<file path="config.mk">
export PLATFORM = sky130hd
export DESIGN_NAME = daisy_arb_top
export DESIGN_NICKNAME = d
export VERILOG_FILES = /design/src/rtl/daisy_arb_pkg.sv /design/src/rtl/daisy_rst_sync.sv /design/src/rtl/daisy_arb_ctrl.sv /design/src/rtl/daisy_arb_cell.sv /design/src/rtl/daisy_arb_top.sv
export SDC_FILE = /design/constraint.sdc
export NUM_CORES = 1
export LEC_CHECK = 0
export ABC_AREA = 1
export BUFFER_PORTS_ARGS = -buffer_cell sky130_fd_sc_hd__buf_2
export CORE_AREA = 2 2 39 41
export DETAILED_ROUTE_END_ITERATION = 12
export DIE_AREA = 0 0 41 43
export HOLD_SLACK_MARGIN = 0.03
export PLACE_DENSITY = 0.57
export SETUP_SLACK_MARGIN = 0.1
export SLEW_MARGIN = 20
export SYNTH_ARGS = -nofsm -noshare
export SYNTH_HDL_FRONTEND = slang
export SYNTH_SLANG_ARGS = --single-unit
</file>
<file path="constraint.sdc">
create_clock -name clk -period 1.2 [get_ports clk]
set_input_delay 0 -clock clk [delete_from_list [all_inputs] [get_ports clk]]
set_output_delay 0 -clock clk [all_outputs]
set_load 0.01 [all_outputs]
</file>
<file path="src/rtl/daisy_arb_pkg.sv">
package daisy_arb_pkg;
  typedef enum logic [0:0] {
    CTRL_IDLE  = 1'b0,
    CTRL_GRANT = 1'b1
  } ctrl_state_e;
endpackage

</file>
<file path="src/rtl/daisy_rst_sync.sv">
module daisy_rst_sync #(
  parameter int STAGES = 2
) (
  input  logic clk,
  input  logic rst_n_i,
  output logic rst_n_o
);
  localparam int LAST = STAGES - 1;

  logic [LAST:0] sync_q;

  generate
    if (STAGES > 1) begin : g_multi
      always_ff @(posedge clk or negedge rst_n_i) begin
        if (!rst_n_i) sync_q <= '0;
        else          sync_q <= {sync_q[LAST-1:0], 1'b1};
      end
    end else begin : g_single
      always_ff @(posedge clk or negedge rst_n_i) begin
        if (!rst_n_i) sync_q <= '0;
        else          sync_q <= 1'b1;
      end
    end
  endgenerate

  assign rst_n_o = sync_q[LAST];
endmodule

</file>
<file path="src/rtl/daisy_arb_ctrl.sv">
module daisy_arb_ctrl
  import daisy_arb_pkg::*;
(
  input  logic clk,
  input  logic rst_n,
  input  logic bus_req_i,
  input  logic bus_busy_i,
  input  logic chain_tail_i,
  output logic grant_o
);
  ctrl_state_e state_q, state_d;
  logic        state_en;

  always_comb begin
    state_d = state_q;
    case (state_q)
      CTRL_IDLE: begin
        if (!bus_busy_i && bus_req_i) state_d = CTRL_GRANT;
      end
      CTRL_GRANT: begin
        // drop once a master holds the bus, or withdraw if the grant ran off the chain
        if (bus_busy_i || chain_tail_i) state_d = CTRL_IDLE;
      end
      default: state_d = CTRL_IDLE;
    endcase
  end

  assign state_en = (state_d != state_q);

  always_ff @(posedge clk or negedge rst_n) begin
    if (!rst_n)        state_q <= CTRL_IDLE;
    else if (state_en) state_q <= state_d;
  end

  assign grant_o = (state_q == CTRL_GRANT);
endmodule

</file>
<file path="src/rtl/daisy_arb_cell.sv">
module daisy_arb_cell (
  input  logic clk,
  input  logic rst_n,
  input  logic req_i,
  input  logic done_i,
  input  logic grant_in_i,
  input  logic bus_busy_i,
  output logic grant_out_o,
  output logic owner_o,
  output logic bus_req_o
);
  logic owner_q, owner_d, owner_en;
  logic take, release_bus;

  // a grant is only claimed while the bus is free
  assign take        = grant_in_i & req_i & ~owner_q & ~bus_busy_i;
  assign release_bus = owner_q & done_i;

  always_comb begin
    owner_d = owner_q;
    if (take)             owner_d = 1'b1;
    else if (release_bus) owner_d = 1'b0;
  end

  assign owner_en = take | release_bus;

  always_ff @(posedge clk or negedge rst_n) begin
    if (!rst_n)        owner_q <= 1'b0;
    else if (owner_en) owner_q <= owner_d;
  end

  assign grant_out_o = grant_in_i & ~(req_i | owner_q);
  assign owner_o     = owner_q;
  assign bus_req_o   = req_i & ~owner_q;
endmodule

</file>
<file path="src/rtl/daisy_arb_top.sv">
module daisy_arb_top #(
  parameter int NUM_MASTERS = 4,
  parameter int SYNC_STAGES = 2
) (
  input  logic                   clk,
  input  logic                   rst_n,
  input  logic [NUM_MASTERS-1:0] req_i,
  input  logic [NUM_MASTERS-1:0] done_i,
  output logic [NUM_MASTERS-1:0] owner_o,
  output logic                   bus_req_o,
  output logic                   bus_busy_o,
  output logic                   bus_grant_o
);
  localparam int CHAIN_LEN = NUM_MASTERS + 1;

  logic                   rst_sync_n;
  logic [CHAIN_LEN-1:0]   chain;
  logic [NUM_MASTERS-1:0] cell_req;
  logic [NUM_MASTERS-1:0] cell_owner;
  logic                   ctrl_grant;

  daisy_rst_sync #(.STAGES(SYNC_STAGES)) u_rst_sync (
    .clk     (clk),
    .rst_n_i (rst_n),
    .rst_n_o (rst_sync_n)
  );

  daisy_arb_ctrl u_ctrl (
    .clk          (clk),
    .rst_n        (rst_sync_n),
    .bus_req_i    (bus_req_o),
    .bus_busy_i   (bus_busy_o),
    .chain_tail_i (chain[NUM_MASTERS]),
    .grant_o      (ctrl_grant)
  );

  assign chain[0] = ctrl_grant;

  generate
    for (genvar i = 0; i < NUM_MASTERS; i++) begin : g_cell
      daisy_arb_cell u_cell (
        .clk         (clk),
        .rst_n       (rst_sync_n),
        .req_i       (req_i[i]),
        .done_i      (done_i[i]),
        .grant_in_i  (chain[i]),
        .bus_busy_i  (bus_busy_o),
        .grant_out_o (chain[i+1]),
        .owner_o     (cell_owner[i]),
        .bus_req_o   (cell_req[i])
      );
    end
  endgenerate

  assign owner_o     = cell_owner;
  assign bus_req_o   = |cell_req;
  assign bus_busy_o  = |cell_owner;
  assign bus_grant_o = ctrl_grant;
endmodule

</file>
# Yosys cells after proc, flatten, opt, wreduce, memory -nomap -nowiden
# Index checks and enable logic that the tools add are counted.
dict set report totals {
  regBits 7
  inputBits 10
  out_inout_bits 7
  elab_cells 73
}
dict set report op_classes {
  reduce_logical 13
  n_eq_ne 1
  n_bitwise 42
  mux 11
}
# operator count
set op_table {}
lappend op_table {{$and A1 B1 Y1} 24}
lappend op_table {{$mux W1} 10}
lappend op_table {{$not A1 Y1} 10}
lappend op_table {{$or A1 B1 Y1} 8}
lappend op_table {{$reduce_and A2 Y1} 4}
lappend op_table {{$reduce_bool A2 Y1} 4}
lappend op_table {{$reduce_or A4 Y1} 2}
lappend op_table {{$pmux W1 S2} 1}
lappend op_table {{$logic_and A1 B1 Y1} 1}
lappend op_table {{$logic_not A1 Y1} 1}
lappend op_table {{$logic_or A1 B1 Y1} 1}
lappend op_table {{$ne A1 B1 Y1} 1}

# Logic depth before layout (Yosys ltp)
# Gate-level depths: netlist of the first run.
dict set report logic_depth {
  word_depth 10
  depth_mapped 5
  ltp_nobuf 5
}

# By module
# A second synthesis of the first run with hierarchy kept.
dict set report unflattened {
  cells_unflattened 55
  hier_area_um2 372.9
}
# mod seq_area_each_um2 instances area_per_inst_um2 cells_each
set modules_own_cells {}
lappend modules_own_cells {daisy_arb_cell 25.0 4 62.6 10}
lappend modules_own_cells {daisy_rst_sync 50.0 1 53.8 3}
lappend modules_own_cells {daisy_arb_ctrl 25.0 1 46.3 6}
lappend modules_own_cells {daisy_arb_top 0.0 1 22.5 6}

# Worst setup path after synthesis of the first run
# No wires, ideal clock.
dict set report synth_path {
  kind {flip-flop to flip-flop}
  from {register g_cell[1].u_cell.owner_q}
  to {register u_ctrl.state_q, in the netlist u_ctrl.grant_o}
  period_less_slack_ps 848
  arrival_time_ps 779
  setup_time_ps 69
  path_buffers 0
  setup_slack_ps 352
  path_stages_with_launch 6
  required_ps 1131
  path_cell_list {dfrtp_1 -> inv_2 -> nand2_2 -> nor2_4 -> inv_2 -> nor2_2}
}
dict set report synth_between {
  elab_cells_between_ends 16
  classes_between {eq/ne (1); mux (3); bitwise (7); reduce/logical (5)}
}
# element line
set synth_rtl {}
lappend synth_rtl {{from (decl)} daisy_arb_cell.sv:12} ;# logic owner_q, owner_d, owner_en;
lappend synth_rtl {{from (signal assigned)} daisy_arb_cell.sv:29} ;# else if (owner_en) owner_q <= owner_d;
lappend synth_rtl {{$reduce_or A4 Y1 *} daisy_arb_top.sv:57} ;# assign bus_busy_o = |cell_owner;
lappend synth_rtl {{via bus_busy_o} daisy_arb_top.sv:11} ;# output logic bus_busy_o,
lappend synth_rtl {{$logic_not A1 Y1} daisy_arb_ctrl.sv:18} ;# if (!bus_busy_i && bus_req_i) state_d = CTRL_GRANT;
lappend synth_rtl {{$logic_and A1 B1 Y1} daisy_arb_ctrl.sv:18}
lappend synth_rtl {{$mux W1} daisy_arb_ctrl.sv:18}
lappend synth_rtl {{$pmux W1 S2 *} daisy_arb_ctrl.sv:16} ;# case (state_q)
lappend synth_rtl {{$ne A1 B1 Y1} daisy_arb_ctrl.sv:28} ;# assign state_en = (state_d != state_q);
lappend synth_rtl {{to (signal assigned)} daisy_arb_ctrl.sv:32} ;# else if (state_en) state_q <= state_d;
lappend synth_rtl {{to (decl)} daisy_arb_ctrl.sv:11} ;# ctrl_state_e state_q, state_d;
# Mark *: on every way through the listed nets, which the timed path passes. The rest lies on a longest branch.
# A chain may end at the register's enable or synchronous reset.

# Worst setup path in the final report of the first run
dict set report layout_path {
  from {input port req_i[1]}
  to {output port bus_req_o}
}
dict set report layout_between {
  elab_chain_len 2
}
# element line
set layout_rtl {}
lappend layout_rtl {{from (decl)} daisy_arb_top.sv:7} ;# input logic [NUM_MASTERS-1:0] req_i,
lappend layout_rtl {{$and A1 B1 Y1} daisy_arb_cell.sv:34} ;# assign bus_req_o = req_i & ~owner_q;
lappend layout_rtl {{$reduce_or A4 Y1} daisy_arb_top.sv:56} ;# assign bus_req_o = |cell_req;
lappend layout_rtl {{to (decl)} daisy_arb_top.sv:10} ;# output logic bus_req_o,
# Every way passes these cells.

==> results.json, run 1 <==
{
  "start_util": 0.283,
  "synth_compound_area_frac": 0,
  "drt-total-wl_um": 778,
  "fin_crit_ps": 1060,
  "synth_cells": 52,
  "antenna_cells": 0,
  "rows": 14,
  "synth_seq_cells": 7,
  "synth_area_leaders": "dfrtp_1 45%, nand2_1 12%, buf_4 7.7%, inv_1 5.8%, nand3_1 5.1%",
  "rsz0062_at_grt": "true",
  "vias": 352,
  "cts_htree_levels": 1,
  "final_layout_size_suffix_gt1_frac": 0.468,
  "end_kind": "output port",
  "globalplace.congestion": 0.750,
  "yosysSeqAreaShare": 0.447,
  "crit_chain": "dlygate4sd3_1 > buf_2 > nand2_1 > nand2_1 > nor2_2 > inv_1 > buf_2",
  "worstPathRequired_ps": 1200,
  "synth-xor-area-share": 0,
  "final_antenna_net_count": 0,
  "hp-class": "primary input to async pin",
  "yosys_warnings": 0,
  "tns_ps": 0,
  "clock_latency_ps": 240,
  "antenna_found_initial": 0,
  "yosysUniqueCellTypes": 13,
  "synth_area_um2": 392,
  "hpwl_um": 617,
  "synth.largest_area_cell": "dfrtp_1",
  "post_drt_wl_per_cell_um": 8.37,
  "p_leak_nw": 0.345,
  "drcViolationCount": 0,
  "die_area_um2": 1760,
  "finClkSkew_ps": 1.59,
  "fin_area_um2": 579,
  "fp.dieH_um": 43,
  "max_freq_ghz": 0.939,
  "synth_mux_area_frac": 0,
  "power.total_w": 0.00104,
  "fin_crit_sh": 0.887,
  "clk_pin_slew_ps": 50,
  "fillCellCount": 154,
  "crit_arrival_ps": 1060,
  "pin_count": 17,
  "detail_route.vias_per_cell": 3.78,
  "grt_usage": 0.111,
  "syn_to_final_growth_pct": 47.9,
  "coreArea_um2": 1380,
  "grt-ovfl-total": 0,
  "criticalPathCategory": "primary input to output port",
  "hold_slack_ps": 71.6,
  "drv_slew": 0,
  "drtIter0Drc": 2,
  "cts-root-buf": "clkbuf_4",
  "report.final.setup_viol": 0,
  "cts.sinks": 7,
  "synth_top_family_by_area": "simple AND/OR/NAND/NOR gates",
  "power_density_nw_per_um2": 1800,
  "synthDominantCellAreaShare": 0.447,
  "cp_slowest_cell": "dlygate4sd3_1",
  "irDropWorstVdd_mv": 0.994,
  "slowest_delay_ps": 530,
  "synth_fa_ha_area_frac": 0,
  "multi_input_area_um2": 148,
  "status": "completed",
  "firstDrtPassIters": 2,
  "die_w_um": 41,
  "nets": 88,
  "worstPathMaxFanout": 3,
  "placed_cell_area_um2": 462,
  "grt_pass1_vias": 356,
  "synthSimpleGateAreaFrac": 0.361,
  "cts-buffers-inserted": 3,
  "io_buffers": 16,
  "cts_tree": "built",
  "hold_violations": 0,
  "drv_cap": 0,
  "regArea_um2": 175,
  "clk_path_buf_depth": 2,
  "startpoint_type": "primary input",
  "syn_avg_cell_area_um2": 7.53,
  "grt_first_pass_wirelength_um": 1280,
  "grt_max_degree": 6,
  "syn_nets": 62
}
## critical path: cells and delay by family
kind / cells / cell delay [ps]
AND/OR/NAND/NOR: 3 / 230
buffers and inverters: 4 / 830
## per-stage QoR
stage / std cells / utilization / worst slack (ps)
after floorplan: 52 / - / 352
after global placement: 80 / 0.334 / 303
after detailed placement: 80 / 0.334 / 290
after CTS: 93 / 0.414 / 105
after global routing: 93 / 0.419 / 76.4
final: 93 / 0.419 / 135
## power breakdown
part	internal [W]	switching [W]	leakage, nW
clock	0.000126	0.0000791	0.0150
combinational	0.000243	0.000263	0.241
sequential	0.000293	0.0000392	0.0887
## final cells by class
type / count / share of cell area
inverter: 11 / 0.0713
timing repair buffer: 25 / 0.292
tap: 16 / 0.0346
multi-input combinational: 30 / 0.255
sequential: 7 / 0.302
clock buffer: 4 / 0.0454
## cells in the final DEF (no fill, tap or decap)
master          n
nor2_1          3
nor2_4          1
nand2_2         3
buf_6           1
nand2_1        12
dfrtp_1         7
or2_1           1
conb_1          1
nor2_2          2
inv_1           6
dlygate4sd3_1   6
buf_2          15
clkbuf_4        3
or2_2           3
nand3_1         4
clkbuf_1        1
inv_2           5
buf_4           3
## cells in the mapped netlist (all sizes together)
cell type and number:
dfrtp 7, nor2 6, buf 4, nand3 4, conb 1, or2 4
inv 11, nand2 15
## layer usage
metal	track usage	vias to the layer above	routed length [µm]
met1	0.104	150	343
met3	0.0785	0	46
met4	0.0200	0	0
li1	-	194	-
met2	0.188	8	388
met5	0	-	0
## repair_timing
item | in CTS | in global routing
endpoints found under the hold margin | 6 | 0
buffers inserted | 3 | 0
hold buffers | 6 | 0
pin swaps | 2 | 3
resized for setup | 1 | 1
endpoints found under the setup margin | 2 | 2
cloned | 0 | 0
## kinds of logic (layout without fill, tap and decap cells)
group	count (synthesis)	count (layout)
simple gates	29	29
other cells	1	1
flops	7	7
buf+inv	15	40
## flip-flops by register name, summed over array words and instances, names as in the netlist
name                   flops
u_rst_sync.sync_q          2
u_ctrl.grant_o             1
g_cell.u_cell.owner_o      4
## final timing paths
path | startpoint | endpoint | slack, ps | cells past startpoint
hold / removal | rst_n | u_rst_sync.sync_q[1] | 70 | 2
setup reg to reg | g_cell[0].u_cell.owner_o | u_ctrl.grant_o | 180 | 7
min in group clk | req_i[0] | g_cell[0].u_cell.owner_o | 100 | 5
max in group asynchronous | u_rst_sync.sync_q[1] | g_cell[1].u_cell.owner_o | 930 | 0
hold reg to reg | u_rst_sync.sync_q[1] | g_cell[3].u_cell.owner_o | 80 | 0
setup / recovery | req_i[1] | bus_req_o | 140 | 7
No activity file was read; power rests on OpenSTA's default activity.
==> run 2: changes to the inputs <==
--- a/config.mk
+++ b/config.mk
@@ -5,13 +5,12 @@
 export SDC_FILE = /design/constraint.sdc
 export NUM_CORES = 1
 export LEC_CHECK = 0
-export ABC_AREA = 1
 export BUFFER_PORTS_ARGS = -buffer_cell sky130_fd_sc_hd__buf_2
 export CORE_AREA = 2 2 39 41
 export DETAILED_ROUTE_END_ITERATION = 12
 export DIE_AREA = 0 0 41 43
 export HOLD_SLACK_MARGIN = 0.03
-export PLACE_DENSITY = 0.57
+export PLACE_DENSITY = 0.54
 export SETUP_SLACK_MARGIN = 0.1
 export SLEW_MARGIN = 20
 export SYNTH_ARGS = -nofsm -noshare
==> run 2 against run 1 <==
  * The flow now finishes with violations (negative setup slack)
  * Core utilization grew 1.3 points
  * Flip-flop and latch count unchanged
  * Non-clock buffer count increased by 3
  * Total power grew 17%
  * Worst hold slack got worse by 30 ps
  * Critical path depth fell by 2
  * Sequential share of layout area shrank 0.89 points
  * Critical endpoint unchanged
==> results.json, run 2 <==
{
  "syn_avg_cell_area_um2": 11.0,
  "syn_nets": 42,
  "global_route.usage.met3": 0.0314,
  "pin_count": 17,
  "synth_area_leaders": "dfrtp_1 50%, buf_4 8.5%, a32o_1 5.7%, nor3b_4 5.3%, inv_1 4.3%",
  "hold_violations": 0,
  "yosys_warnings": 0,
  "placed_cell_area_um2": 467,
  "synth_edf_count": 0,
  "clk_path_buf_depth": 2,
  "coreArea_um2": 1380,
  "criticalPathCategory": "register to output port",
  "clk_pin_slew_ps": 50,
  "yosysSeqAreaShare": 0.498,
  "synth_cells": 32,
  "finClkSkew_ps": 4.40,
  "rows": 14,
  "max_freq_ghz": 0.668,
  "fin_ws_ps": -298,
  "irDropWorstVdd_mv": 0.756,
  "grt_first_pass_wirelength_um": 1240,
  "p_leak_nw": 0.306,
  "fin_crit_ps": 1500,
  "hold_slack_ps": 41.7,
  "grt_usage": 0.108,
  "cts_tree": "built",
  "syn_to_final_growth_pct": 69.8,
  "power_density_nw_per_um2": 2040,
  "grt-ovfl-total": 0,
  "yosysUniqueCellTypes": 16,
  "globalplace.congestion": 0.707,
  "r2r_cells": 3,
  "crit_arrival_ps": 1500,
  "mostFrequentLayoutCells": "14 x buf_2, 7 x dfrtp_1, 6 x buf_6",
  "final_cell_count_no_fill": 76,
  "drcViolationCount": 0,
  "final_common_cell": "buf_2",
  "nets": 71,
  "dp_slack_ps": -205,
  "die_w_um": 41,
  "synthArstFlopShare": 1.00,
  "antenna_found_initial": 0,
  "end_kind": "output port",
  "failed_checks": "negative setup slack",
  "worstPathRequired_ps": 1200,
  "startpoint_type": "register",
  "cts.sinks": 7,
  "use_met1": 0.126,
  "io_buffers": 16,
  "firstDrtPassIters": 2,
  "synth.largest_area_cell": "dfrtp_1",
  "tns_ps": -1530,
  "drt-total-wl_um": 773,
  "synth_seq_cells": 7,
  "fp.dieH_um": 43,
  "die_area_um2": 1760,
  "hp-class": "primary input to register",
  "fin_crit_sh": 1.25,
  "drtIter0Drc": 3,
  "dp_cells": 66,
  "synth_area_um2": 352,
  "antenna_cells": 0,
  "synthDominantCellAreaShare": 0.498,
  "detail_route.vias_per_cell": 4.16,
  "post_drt_wl_per_cell_um": 10.2,
  "grt_pass1_vias": 307,
  "final_antenna_net_count": 0,
  "fin_area_um2": 597,
  "use_met2": 0.156,
  "busiest_layer": "met2",
  "drv_cap": 0,
  "timing.hold.worst_path_depth": 2,
  "cts-root-buf": "clkbuf_4",
  "netlist_top_cells_count": "7 x dfrtp_1, 4 x buf_4, 4 x inv_1, 3 x nor2_1",
  "worstPathMaxFanout": 2,
  "start_util": 0.254,
  "final_layout_size_suffix_gt1_frac": 0.550,
  "synth-main-ff-cell": "dfrtp_1",
  "rsz0062_at_grt": "true",
  "report.final.setup_viol": 7,
  "status": "complete, but fails checks",
  "clock_latency_ps": 240,
  "grt_max_degree": 6,
  "cts_htree_levels": 1,
  "cts-buffers-inserted": 3,
  "post-synth-top-count-cell": "dfrtp_1",
  "drv_slew": 0,
  "largest_reg_flops": 4,
  "vias": 316
}
run 2: power by group:
part / leakage [nW] / total, W / internal, W / switching (W)
logic: 0.202 / 0.000660 / 0.000410 / 0.000250
clock network: 0.0150 / 0.000203 / 0.000126 / 0.0000768
registers: 0.0886 / 0.000352 / 0.000293 / 0.0000594
total: 0.306 / 0.00122 / 0.000829 / 0.000386
run 2: critical path, cell delays in order, from the launching register on:
cell	delay, ps
dfrtp_1	380
buf_6	110
and2b_2	200
a2111o_1	330
buf_6	130
buf_6	110
run 2: worst paths after layout:
check | end | start | slack, ps
max | bus_req_o | g_cell[1].u_cell.owner_o | -300
min | g_cell[2].u_cell.owner_o | req_i[2] | 40
max reg2reg | g_cell[3].u_cell.owner_o | g_cell[0].u_cell.owner_o | -230
min reg2reg | g_cell[2].u_cell.owner_o | u_rst_sync.sync_q[1] | 80
max in group asynchronous | g_cell[0].u_cell.owner_o | u_rst_sync.sync_q[1] | 940
min in group asynchronous | u_rst_sync.sync_q[1] | rst_n | 60
run 2: cell families after synthesis:
family                 Yosys count  share of synthesized area
AOI/OAI and AO/OA                7                      0.174
buffers and inverters            8                      0.128
DFF                              7                      0.498
other                            1                     0.0107
and+or+nand+nor                  9                      0.189
run 2: what timing repair did:
item	in CTS	in global routing
hold buffers	4	0
resized for setup	6	2
pin swaps	2	1
gates cloned	0	0
endpoints found under the setup margin	7	7
buffers inserted	1	1
endpoints found under the hold margin	5	0
run 2: per-layer routing:
metal  wire, µm  vias to the layer above
li1           -                      162
met2        423                        7
met5          0                        -
met1        312                      147
met4          0                        0
met3         37                        0
run 2: stage by stage:
step	total power (W)	utilization
2_1_floorplan	0.000628	-
3_3_place_gp	0.000803	0.337
3_5_place_dp	0.000805	0.337
4_1_cts	0.00113	0.412
5_1_grt	0.00129	0.431
6_report	0.00122	0.431
run 2: layout make-up:
class                      count  area, µm²
clock buffer                   4       26.3
fill                         146        787
inverter                       4       15.0
multi-input combinational     17        153
sequential                     7        175
tap                           16       20.0
timing repair buffer          28        208
==> run 3: changes to the inputs <==
--- a/config.mk
+++ b/config.mk
@@ -7,6 +7,7 @@
 export LEC_CHECK = 0
 export BUFFER_PORTS_ARGS = -buffer_cell sky130_fd_sc_hd__buf_2
 export CORE_AREA = 2 2 39 41
+export CTS_BUF_LIST = sky130_fd_sc_hd__clkbuf_4 sky130_fd_sc_hd__clkbuf_8 sky130_fd_sc_hd__clkbuf_16
 export DETAILED_ROUTE_END_ITERATION = 12
 export DIE_AREA = 0 0 41 43
 export HOLD_SLACK_MARGIN = 0.03
==> run 3 against run 2 <==
  * The run still ends with negative setup slack left
  * Via count up 1.3%
  * First-iteration DRC count fell by 100%
  * Non-clock buffer count stayed put
  * Clock skew decreased by 2.8 ps
  * Critical endpoint unchanged
==> results.json, run 3 (synthesis results as in run 2) <==
{
  "status": "complete, but fails checks",
  "failed_checks": "negative setup slack",
  "worstPathRequired_ps": 1200,
  "cts.sinks": 7,
  "die_area_um2": 1760,
  "detail_route.vias_per_cell": 4.21,
  "drv_cap": 0,
  "clock_latency_ps": 240,
  "coreArea_um2": 1380,
  "p_leak_nw": 0.309,
  "grt_pass1_vias": 310,
  "end_kind": "output port",
  "antenna_cells": 0,
  "cts_htree_levels": 1,
  "utilization": 0.434,
  "hp-class": "primary input to register",
  "fin_area_um2": 601,
  "worstPathMaxFanout": 2,
  "fin_crit_ps": 1500,
  "final_common_cell": "buf_2",
  "drv_slew": 0,
  "vias": 320,
  "rows": 14,
  "grt_usage": 0.112,
  "fp.dieH_um": 43,
  "final_antenna_net_count": 0,
  "final_layout_size_suffix_gt1_frac": 0.567,
  "rsz0062_at_grt": "true",
  "cts-root-buf": "clkbuf_4",
  "cts-buffers-inserted": 3,
  "hp-start": "req_i[3]",
  "pin_count": 17,
  "max_freq_ghz": 0.667,
  "irDropWorstVdd_mv": 0.746,
  "mostFrequentLayoutCells": "14 x buf_2, 7 x dfrtp_1, 6 x buf_6",
  "hold_violations": 0,
  "antenna_found_initial": 0,
  "drcViolationCount": 0,
  "die_w_um": 41,
  "placed_cell_area_um2": 467,
  "grt-ovfl-total": 0,
  "drt-total-wl_um": 796,
  "largest_reg_flops": 4,
  "clk_pin_slew_ps": 50,
  "io_buffers": 16,
  "cts_tree": "built",
  "firstDrtPassIters": 1,
  "dp_slack_ps": -205,
  "start_util": 0.254,
  "critPathLaunch": "g_cell[1].u_cell.owner_o",
  "syn_to_final_growth_pct": 70.8,
  "grt_first_pass_wirelength_um": 1280,
  "final_cell_count_no_fill": 76,
  "power.total_w": 0.00124,
  "crit_arrival_ps": 1500,
  "post_drt_wl_per_cell_um": 10.5,
  "finClkSkew_ps": 1.59,
  "fin_crit_sh": 1.25,
  "r2r_setup_slack_ps": -230,
  "criticalPathCategory": "register to output port",
  "rr_startpoint": "g_cell[0].u_cell.owner_o",
  "fillCellCount": 145,
  "report.final.setup_viol": 7,
  "clk_path_buf_depth": 2,
  "fin_ws_ps": -299,
  "dp_cells": 66,
  "power_density_nw_per_um2": 2070,
  "drtIter0Drc": 0,
  "startpoint_type": "register",
  "grt_max_degree": 6,
  "nets": 71,
  "globalplace.congestion": 0.707
}
==> run 3: cell type report <==
type,instances,area [µm²],share of cell area
tap,16,20.0,0.0333
inverter,4,15.0,0.0250
timing repair buffer,28,208,0.346
multi-input combinational,17,153,0.254
sequential,7,175,0.292
clock buffer,4,30.0,0.0500
==> run 3: what timing repair did <==
| item | CTS | global route |
|---|---|---|
| pin swaps | 2 | 0 |
| resized for setup | 6 | 3 |
| hold endpoints to repair | 5 | 0 |
| buffers inserted | 1 | 1 |
| setup endpoints to repair | 7 | 7 |
| hold buffers | 4 | 0 |
==> run 3: critical path, stage by stage, from the launching register on <==
cell and delay (ps):
dfrtp_1 380, buf_6 110, and2b_2 200, a2111o_1 330, buf_6 130, buf_6 110
==> run 3: worst paths after layout <==
kind / cells past startpoint / to
max reg2reg: 3 / g_cell[3].u_cell.owner_o
min in group asynchronous: 2 / u_rst_sync.sync_q[0]
min: 2 / g_cell[3].u_cell.owner_o
max in group asynchronous: 0 / g_cell[0].u_cell.owner_o
min reg2reg: 0 / g_cell[2].u_cell.owner_o
max: 5 / bus_req_o
==> run 3: power by group <==
group | switching [W] | internal [W]
Sequential | 0.0000586 | 0.000293
Combinational | 0.000253 | 0.000410
Clock | 0.0000794 | 0.000149
Total | 0.000391 | 0.000852
==> run 3: per-layer routing <==
| metal | vias up | share of wire | GRT usage |
|---|---|---|---|
| li1 | 162 | - | - |
| met1 | 151 | 0.39 | 0.130 |
| met2 | 7 | 0.56 | 0.166 |
| met3 | 0 | 0.048 | 0.0314 |
| met4 | 0 | 0 | 0.0800 |
| met5 | - | 0 | 0 |
==> run 3: stage by stage <==
stage	hold slack, ps	TNS (ps)
floorplan	-296	-657
global route	54.3	-1880
finish	43.2	-1540
global placement	-213	-908
CTS	31.3	-1350
detailed placement	-214	-930
